[src/rtl/te_pkg.sv]
package te_pkg;
  typedef enum logic [1:0] {
    TM_OFF   = 2'd0,
    TM_RSV   = 2'd1,
    TM_LINE  = 2'd2,
    TM_VSYNC = 2'd3
  } te_mode_e;

  typedef struct packed {
    logic hs;
    logic vs;
  } te_evt_t;
endpackage

[src/rtl/te_sync.sv]
module te_sync #(
  parameter int STAGES = 2
) (
  input  logic clk,
  input  logic rst_n,
  input  logic d,
  output logic q
);
  logic [STAGES-1:0] chain;

  always_ff @(posedge clk or negedge rst_n) begin
    if (!rst_n) chain <= '0;
    else        chain <= {chain[STAGES-2:0], d};
  end

  assign q = chain[STAGES-1];
endmodule

[src/rtl/te_pulse_meter.sv]
module te_pulse_meter
  import te_pkg::*;
#(
  parameter int HS_W  = 3,
  parameter int VS_W  = 12,
  localparam int CNT_W = VS_W + 4
) (
  input  logic            clk,
  input  logic            rst_n,
  input  logic            en,
  input  logic            te_s,
  input  logic            tick,
  input  logic [HS_W-1:0] hs_thr,
  input  logic [VS_W-1:0] vs_thr,
  input  logic            hs_inv,
  input  logic            vs_inv,
  output te_evt_t         evt
);
  localparam int NCH = 2;  // channel 0 horizontal, 1 vertical

  logic [NCH-1:0]   inv;
  logic [NCH-1:0]   act;
  logic [NCH-1:0]   prev;
  logic [NCH-1:0]   ends;
  logic [CNT_W-1:0] width [NCH];

  logic [CNT_W-1:0] hs_ticks;
  logic [CNT_W-1:0] vs_ticks;

  assign inv      = {vs_inv, hs_inv};
  assign hs_ticks = CNT_W'(hs_thr) + CNT_W'(1);
  assign vs_ticks = CNT_W'((CNT_W'(vs_thr) + CNT_W'(1)) << 3);

  for (genvar c = 0; c < NCH; c++) begin : g_chan
    assign act[c]  = te_s ^ inv[c];
    assign ends[c] = prev[c] & ~act[c];

    always_ff @(posedge clk or negedge rst_n) begin
      if (!rst_n) begin
        prev[c]  <= 1'b0;
        width[c] <= '0;
      end else if (!en) begin
        prev[c]  <= 1'b0;
        width[c] <= '0;
      end else begin
        prev[c] <= act[c];
        if (!act[c])
          width[c] <= '0;
        else if (tick && width[c] != '1)
          width[c] <= width[c] + CNT_W'(1);
      end
    end
  end

  logic vs_hit, hs_hit;
  assign vs_hit = en && ends[1] && (width[1] >= vs_ticks);
  assign hs_hit = en && ends[0] && !vs_hit &&
                  (width[0] >= hs_ticks) && (width[0] < vs_ticks);

  always_ff @(posedge clk or negedge rst_n) begin
    if (!rst_n) evt <= '0;
    else        evt <= '{hs: hs_hit, vs: vs_hit};
  end

  a_r9_one_class: assert property (@(posedge clk) disable iff (!rst_n)
    !(evt.hs && evt.vs));
  a_r4_evt_at_end: assert property (@(posedge clk) disable iff (!rst_n)
    (evt.hs || evt.vs) |-> $past(|prev));
  a_r2_width_cleared: assert property (@(posedge clk) disable iff (!rst_n)
    (en && $past(en) && !$past(act[1])) |-> width[1] == '0);
endmodule

[src/rtl/te_line_tracker.sv]
module te_line_tracker
  import te_pkg::*;
#(
  parameter int LINE_W = 11
) (
  input  logic              clk,
  input  logic              rst_n,
  input  logic              en,
  input  te_mode_e          mode,
  input  logic [LINE_W-1:0] line_tgt,
  input  te_evt_t           evt,
  output logic              match_n
);
  localparam logic [LINE_W-1:0] LINE_MAX = '1;

  logic [LINE_W-1:0] line_q, line_nxt;
  logic              fire;

  always_comb begin
    line_nxt = line_q;
    if (evt.vs)
      line_nxt = '0;
    else if (evt.hs && line_q != LINE_MAX)
      line_nxt = line_q + LINE_W'(1);
  end

  always_comb begin
    fire = 1'b0;
    if (en) begin
      unique case (mode)
        TM_VSYNC: fire = evt.vs;
        TM_LINE:  fire = (evt.vs || evt.hs) && (line_nxt == line_tgt);
        default:  fire = 1'b0;
      endcase
    end
  end

  always_ff @(posedge clk or negedge rst_n) begin
    if (!rst_n) begin
      line_q  <= '0;
      match_n <= 1'b1;
    end else begin
      line_q  <= en ? line_nxt : '0;
      match_n <= ~fire;
    end
  end

  a_r7_line_clear: assert property (@(posedge clk) disable iff (!rst_n)
    $past(evt.vs) |-> line_q == '0);
  a_r8_line_inc: assert property (@(posedge clk) disable iff (!rst_n)
    (en && $past(en) && $past(evt.hs) && !$past(evt.vs) && $past(line_q) != LINE_MAX)
      |-> line_q == $past(line_q) + LINE_W'(1));
  a_r6_single_low: assert property (@(posedge clk) disable iff (!rst_n)
    !match_n |=> match_n);
  a_r5_needs_en: assert property (@(posedge clk) disable iff (!rst_n)
    !match_n |-> $past(en));
endmodule

[src/rtl/te_sync_detect.sv]
module te_sync_detect
  import te_pkg::*;
#(
  parameter int HS_W   = 3,
  parameter int VS_W   = 12,
  parameter int LINE_W = 11,
  parameter int SYNC_STAGES = 2
) (
  input  logic              clk,
  input  logic              rst_n,
  input  logic              te_in,
  input  logic              tick,
  input  logic              sync_en,
  input  logic [1:0]        mode,
  input  logic [HS_W-1:0]   hs_thr,
  input  logic [VS_W-1:0]   vs_thr,
  input  logic              hs_inv,
  input  logic              vs_inv,
  input  logic [LINE_W-1:0] line_tgt,
  output logic              match_n
);
  logic    te_s;
  te_evt_t evt;

  te_sync #(.STAGES(SYNC_STAGES)) u_sync (
    .clk(clk), .rst_n(rst_n), .d(te_in), .q(te_s)
  );

  te_pulse_meter #(.HS_W(HS_W), .VS_W(VS_W)) u_meter (
    .clk(clk), .rst_n(rst_n), .en(sync_en), .te_s(te_s), .tick(tick),
    .hs_thr(hs_thr), .vs_thr(vs_thr), .hs_inv(hs_inv), .vs_inv(vs_inv),
    .evt(evt)
  );

  te_line_tracker #(.LINE_W(LINE_W)) u_track (
    .clk(clk), .rst_n(rst_n), .en(sync_en), .mode(te_mode_e'(mode)),
    .line_tgt(line_tgt), .evt(evt), .match_n(match_n)
  );

  a_r1_reset_idle: assert property (@(posedge clk) disable iff (!rst_n)
    $rose(rst_n) |-> match_n);
endmodule

[config.mk]
export PLATFORM = sky130hd
export DESIGN_NAME = te_sync_detect
export DESIGN_NICKNAME = d
export VERILOG_FILES = /design/src/rtl/te_pkg.sv /design/src/rtl/te_sync.sv /design/src/rtl/te_pulse_meter.sv /design/src/rtl/te_line_tracker.sv /design/src/rtl/te_sync_detect.sv
export SDC_FILE = /design/constraint.sdc
export NUM_CORES = 1
export LEC_CHECK = 0
export ABC_AREA = 1
export BUFFER_PORTS_ARGS = -buffer_cell sky130_fd_sc_hd__buf_4
export CAP_MARGIN = 40
export CORE_MARGIN = 3
export CORE_UTILIZATION = 35
export DETAILED_ROUTE_END_ITERATION = 10
export SYNTH_ARGS = -nofsm -noshare
export SYNTH_HDL_FRONTEND = slang
export SYNTH_SLANG_ARGS = --single-unit
[constraint.sdc]
create_clock -name clk -period 1.6 [get_ports clk]
set_input_delay 0.08 -clock clk [delete_from_list [all_inputs] [get_ports clk]]
set_output_delay 0.08 -clock clk [all_outputs]
set_load 0.1 [all_outputs]
# Yosys cells after proc, flatten, opt, wreduce, memory -nomap -nowiden
# Cells that the tools add are included.
# Widths: inputs -> output; s select.
totals:
  out_inout_bits: 1
  ff_bits: 50
  elab_cells: 57
  in_bits: 35
classes:
  n_bitwise: 7
  eq_ne: 8
  n_addsub: 5
  n_reduce_logical: 12
  mux: 13
  order_cmp: 3
ops:
  columns: ["op", "n"]
  rows:
  - ["$mux 16", 6]
  - ["$mux 11", 3]
  - ["$add 16x1->16 const B", 2]
  - ["$ge 16x16->1", 2]
  - ["$ne 16x16->1 const B", 2]
  - ["$lt 16x16->1", 1]
  - ["$add 12x1->13 const B", 1]
  - ["$add 11x1->11 const B", 1]
  - ["$eq 11x11->1", 1]
  - ["$ne 11x11->1 const B", 1]
  - ["$logic_and 1x1->1", 10]
  - ["$ne 3x3->1 const B", 2]
  - ["$add 3x1->4 const B", 1]
  - ["$eq 2x2->1 const B", 2]
  - ["$mux 1", 3]
  - ["$not 1->1", 3]
  - ["$and 1x1->1", 2]
  - ["$pmux 1 s2", 1]
  - ["$xor 1x1->1", 2]
  - ["$logic_not 1->1", 1]
  - ["$logic_or 1x1->1", 1]

# Logic depth before layout (Yosys ltp)
depth:
  ltp_word: 9
  depth_mapped: 15
  mapped_depth_nobuf: 15

# By module
# A second synthesis with hierarchy kept.
hier_totals:
  cells_unflattened: 592
  hier_area_um2: 4071.4
modules_own_cells:
  columns: ["mod", "area_each_um2", "seq_area_each_um2", "cells_per_inst", "instances"]
  rows:
  - ["te_pulse_meter", 2964.1, 900.9, 417, 1]
  - ["te_line_tracker", 1057.3, 301.5, 173, 1]
  - ["te_sync", 50.0, 50.0, 2, 1]

# Worst setup path before layout
# No wires, ideal clock.
synth_timing:
  path_kind: "register to register"
  startpoint: "register u_meter.width[17] (netlist name)"
  endpoint: "register u_meter.width[23] (netlist name)"
  synth_period_minus_slack_ns: 1.783
  required_ns: 1.476
  arrival_time_ns: 1.659
  n_path_buf: 1
  setup_slack_ns: -0.183
  stages_incl_launch_ff: 12
  setup_ns: 0.124
  path_cell_list: "dfrtp_1 ha_1 nand2_1 nor3_4 nand2_2 nor2_2 nand3_2 nand2_4 nand2_2 buf_6 a21oi_1 nor3_2"
synth_between:
  elab_chain_cells: 4
  elab_cells_between_ends: 7
  cone_classes: "1 x add/sub; 2 x eq/ne; 3 x mux; 1 x reduce/logical"
synth_rtl:
  columns: ["item", "line_no", "text"]
  rows:
  - ["from (decl)", "te_pulse_meter.sv:25", "logic [CNT_W-1:0] width [NCH];"]
  - ["from (signal, indexed assignment)", "te_pulse_meter.sv:50", "width[c] <= width[c] + CNT_W'(1);"]
  - ["$add 16x1->16", "te_pulse_meter.sv:50", null]
  - ["$mux 16", "te_pulse_meter.sv:49", "else if (tick && width[c] != '1)"]
  - ["$mux 16", "te_pulse_meter.sv:47", "if (!act[c])"]
  - ["$mux 16", "te_pulse_meter.sv:42", "end else if (!en) begin"]
# Several ways; a longest one is shown, not always the timed one. The select of a mux whose other input is x is not followed.
# A chain may end at the register's enable or synchronous reset.

# Final worst setup path
layout_timing:
  startpoint: "register u_meter.width[1] (netlist name)"
  endpoint: "register u_meter.width[7] (netlist name)"
# The elaborated chain is that of the path after synthesis.

==> results.ini <==
[layout]
syn2layout_area_growth_pct = 63.5
fin_nets = 847
drive_above_1_share_pct = 42.2
final_area_um2 = 6600
final_cells = 927
n_antenna_cell = 0

[routing]
drc = 0
first_pass_iters = 5
initialDrtViolationCount = 278
drt-wirelength-per-cell_um = 14.2
drtAntennaViolNets = 0
via_per_inst = 5.04
routed_wl_um = 13200
vias = 4670

[grt]
grt_pass1_wl_um = 20800
grt.overflow.total = 0
grt_max_degree = 51
grt_pass1_vias = 4583
grt_util_all_layers_pct = 19.8
antenna_found_initial = 0

[sta]
tightest_slew_ns = 0.682
rsz0062_at_grt = yes
fin_crit_sh_pct = 119
relSlewSlack_pct = 54.5
max_freq_ghz = 0.526
setup_viol_count_final = 37
timing.final.crit_period_ns = 1.90
finClkSkew_ns = 0.0111
setup_ws_ns = -0.300
hold_viol = 0
slew_viol_final = 0
fin_hold_ws_ns = 0.0840

[setup_path]
critPathLaunchType = register
max_stage_delay_ns = 0.43
worstSetupEndpointType = register
crit_path_frequent_cell = nor2_1
crit_arrival_ns = 2.09
critPathBufInv = 1
path_max_fanout = 7
crit_family = simple AND/OR/NAND/NOR gates
crit_slowest_cell = dfrtp_1
required_ns = 1.79
worstSetupPathType = reg2reg
worstPathCellList = ha_4 > nand2_4 > nor2_4 > nand4_1 > nor2_1 > nand3_1 > nand2_4 > nand2_8 > inv_8 > nor2_1 > o21ai_1 > nor2_1

[flow_run]
maxCapViolCount = 0

[clocking]
clk_pin_slew_ns = 0.07
cts_tree = done
clockBufferDepth = 2
cts_num_sinks = 50
cts_root_buffer = clkbuf_16
cts_buffers = 5
clock_latency_ns = 0.30
htreeDepth = 2

[worst_hold_path]
hold_class = in2reg

[placed_design]
post-place-ws_ns = -0.402
dp_hpwl_um = 9160
io_buffers = 35
placed_area_um2 = 5350
routabilityCongestion = 0.848
dpl.cell_count = 878

[die]
die_h_um = 113
start_util_pct = 36.6
coreArea_um2 = 11000
rows = 38
die_w_um = 113
dieArea_um2 = 12900
ioPinCount = 36

[logic_synthesis]
ys_warn_count = 0
synth_cells = 599
async_flop_share_pct = 100
synth_ff_type = dfrtp_1
postSynthAreaPerCell_um2 = 6.74
ys_seq_area_share_pct = 31.0
synth-edff-count = 0
synth_area_um2 = 4040
synth-seq-cells = 50
synth_nets = 660
synth.distinct_cells = 44

[pwr]
power.net_switching_uw = 858
cellLeakagePower_nw = 3.18
peakVddDrop_mv = 0.454
power_density_nw_per_um2 = 463
pwr-share-comb_pct = 21.2
seqPwrFrac_pct = 42.2
sw_frac_of_total_pct = 28.1
pwr-share-clk_pct = 36.6
p_int_mw = 2.20

[run_status]
violations = setup timing
status = finished with violations

cells in the mapped netlist, types with 2 or more instances:
cell type / count / share of area (%)
a31oi_1: 3 / 0.47
o41ai_1: 2 / 0.43
nand2_1: 151 / 14
inv_1: 77 / 7.2
nand3b_1: 2 / 0.37
nand3_2: 3 / 0.74
xor2_1: 8 / 1.7
nor2_2: 4 / 0.62
o21bai_1: 3 / 0.56
and3_1: 2 / 0.31
nand2_2: 5 / 0.77
nand3_1: 60 / 7.4
xnor2_1: 5 / 1.1
clkbuf_1: 3 / 0.28
o21ai_0: 15 / 1.9
o21a_1: 2 / 0.37
nor4_1: 2 / 0.31
dfrtp_1: 49 / 30
buf_6: 2 / 0.56
nor3b_1: 2 / 0.37
nand4_1: 23 / 3.6
a21oi_1: 27 / 3.3
nor3_1: 15 / 1.9
buf_2: 2 / 0.25
o21ai_1: 2 / 0.25
inv_2: 5 / 0.47
nor3_2: 3 / 0.74
a211oi_1: 2 / 0.37
nor2_1: 80 / 7.4
ha_1: 26 / 8.1
sequential cells by signal, summed over array words and instances, names as in the netlist:
| signal | flops |
|---|---|
| u_track.line_q | 11 |
| u_meter.prev | 2 |
| u_meter.evt | 2 |
| u_sync.chain | 2 |
| u_track.match_n | 1 |
| u_meter.width | 32 |
cells in the final DEF (no fill, tap or decap), types with 3 or more instances in the layout:
master | Yosys | routed
buf_4 | 1 | 157
nand2_1 | 151 | 126
inv_1 | 77 | 72
nor2_1 | 80 | 62
nand3_1 | 60 | 49
dfrtp_1 | 49 | 49
nand4_1 | 23 | 23
buf_6 | 2 | 22
ha_1 | 26 | 17
nand2_2 | 5 | 16
nor2_2 | 4 | 15
a21oi_2 | 0 | 15
nand2_4 | 1 | 13
nand3_2 | 3 | 11
nor3_2 | 3 | 11
a21oi_1 | 27 | 10
nor2_4 | 1 | 8
ha_4 | 0 | 8
xor2_1 | 8 | 7
o21ai_1 | 2 | 7
inv_2 | 5 | 6
o21ai_0 | 15 | 6
xnor2_1 | 5 | 5
nand3_4 | 1 | 5
clkbuf_16 | 0 | 5
nor3_1 | 15 | 4
nor3_4 | 1 | 4
o21ai_2 | 0 | 4
buf_12 | 0 | 4
o21bai_1 | 3 | 3
nand2_8 | 0 | 3
inv_8 | 0 | 3
dlygate4sd3_1 | 0 | 3
path summary, 6_finish.rpt:
path	to	slack [ns]	start	cells past startpoint
worst max-delay path	u_meter.width[7]	-0.30	u_meter.width[1]	12
worst min-delay path	u_track.match_n	0.08	mode[1]	4
worst max register to register	u_meter.width[7]	-0.30	u_meter.width[1]	12
worst min register to register	u_sync.chain[1]	0.36	u_sync.chain[0]	0
max in group asynchronous	u_track.line_q[7]	0.77	rst_n	2
min in group asynchronous	u_meter.width[17]	0.38	rst_n	2
power groups by stage:
stage               clock [mW]  combinational [mW]  sequential (mW)
global route              1.20               0.714             1.29
finish                    1.12               0.648             1.29
floorplan                    0               0.214             1.32
detailed placement           0               0.488             1.31
CTS                       1.16               0.580             1.29
global placement             0               0.473             1.31
worst min-delay path, cell delays in order:
cell     delay [ns]
buf_4          0.08
nand2_1        0.06
a21oi_1        0.11
nand2_1        0.06
through the flow:
stage          util, %  setup TNS (ns)  power [mW]
3_3_place_gp      48.5           -3.66        1.78
6_report          59.8           -6.15        3.06
4_1_cts           55.1           -3.10        3.03
2_1_floorplan        -          -0.974        1.53
3_5_place_dp      48.5           -4.35        1.80
5_1_grt           59.8          -11.05        3.20
layout make-up:
class / instances / area (um2)
repair buffers: 187 / 1550
clock buffers: 6 / 139
well taps: 140 / 175
fillers: 964 / 4430
multi-input cells: 460 / 3140
clock inverters: 2 / 12.5
flip-flops and latches: 50 / 1250
inverters: 82 / 333
cells by family after synthesis:
group / synth area share [%]
AOI/OAI and AO/OA: 8.25
adders and majority gates: 8.06
and+or+nand+nor: 40.8
DFF: 31.0
buffers and inverters: 9.08
xor gates and xnor gates: 2.82
metal layers:
layer  vias up  share of wire [%]  global-route usage [%]
met5         -                  0                       0
met2        94                 50                    34.5
met3        29                3.3                    2.39
met1      2200                 44                    25.0
met4         0                3.0                    7.85
li1       2347                  -                       -
repair_timing:
action	4_1_cts	5_1_grt
gates resized for setup	82	96
hold endpoints to repair	51	0
endpoints found under the setup margin	37	43
cloned	2	0
pin swaps	46	36
hold buffers	3	0
setup buffers	26	15
(Power assumes the default switching activity.)
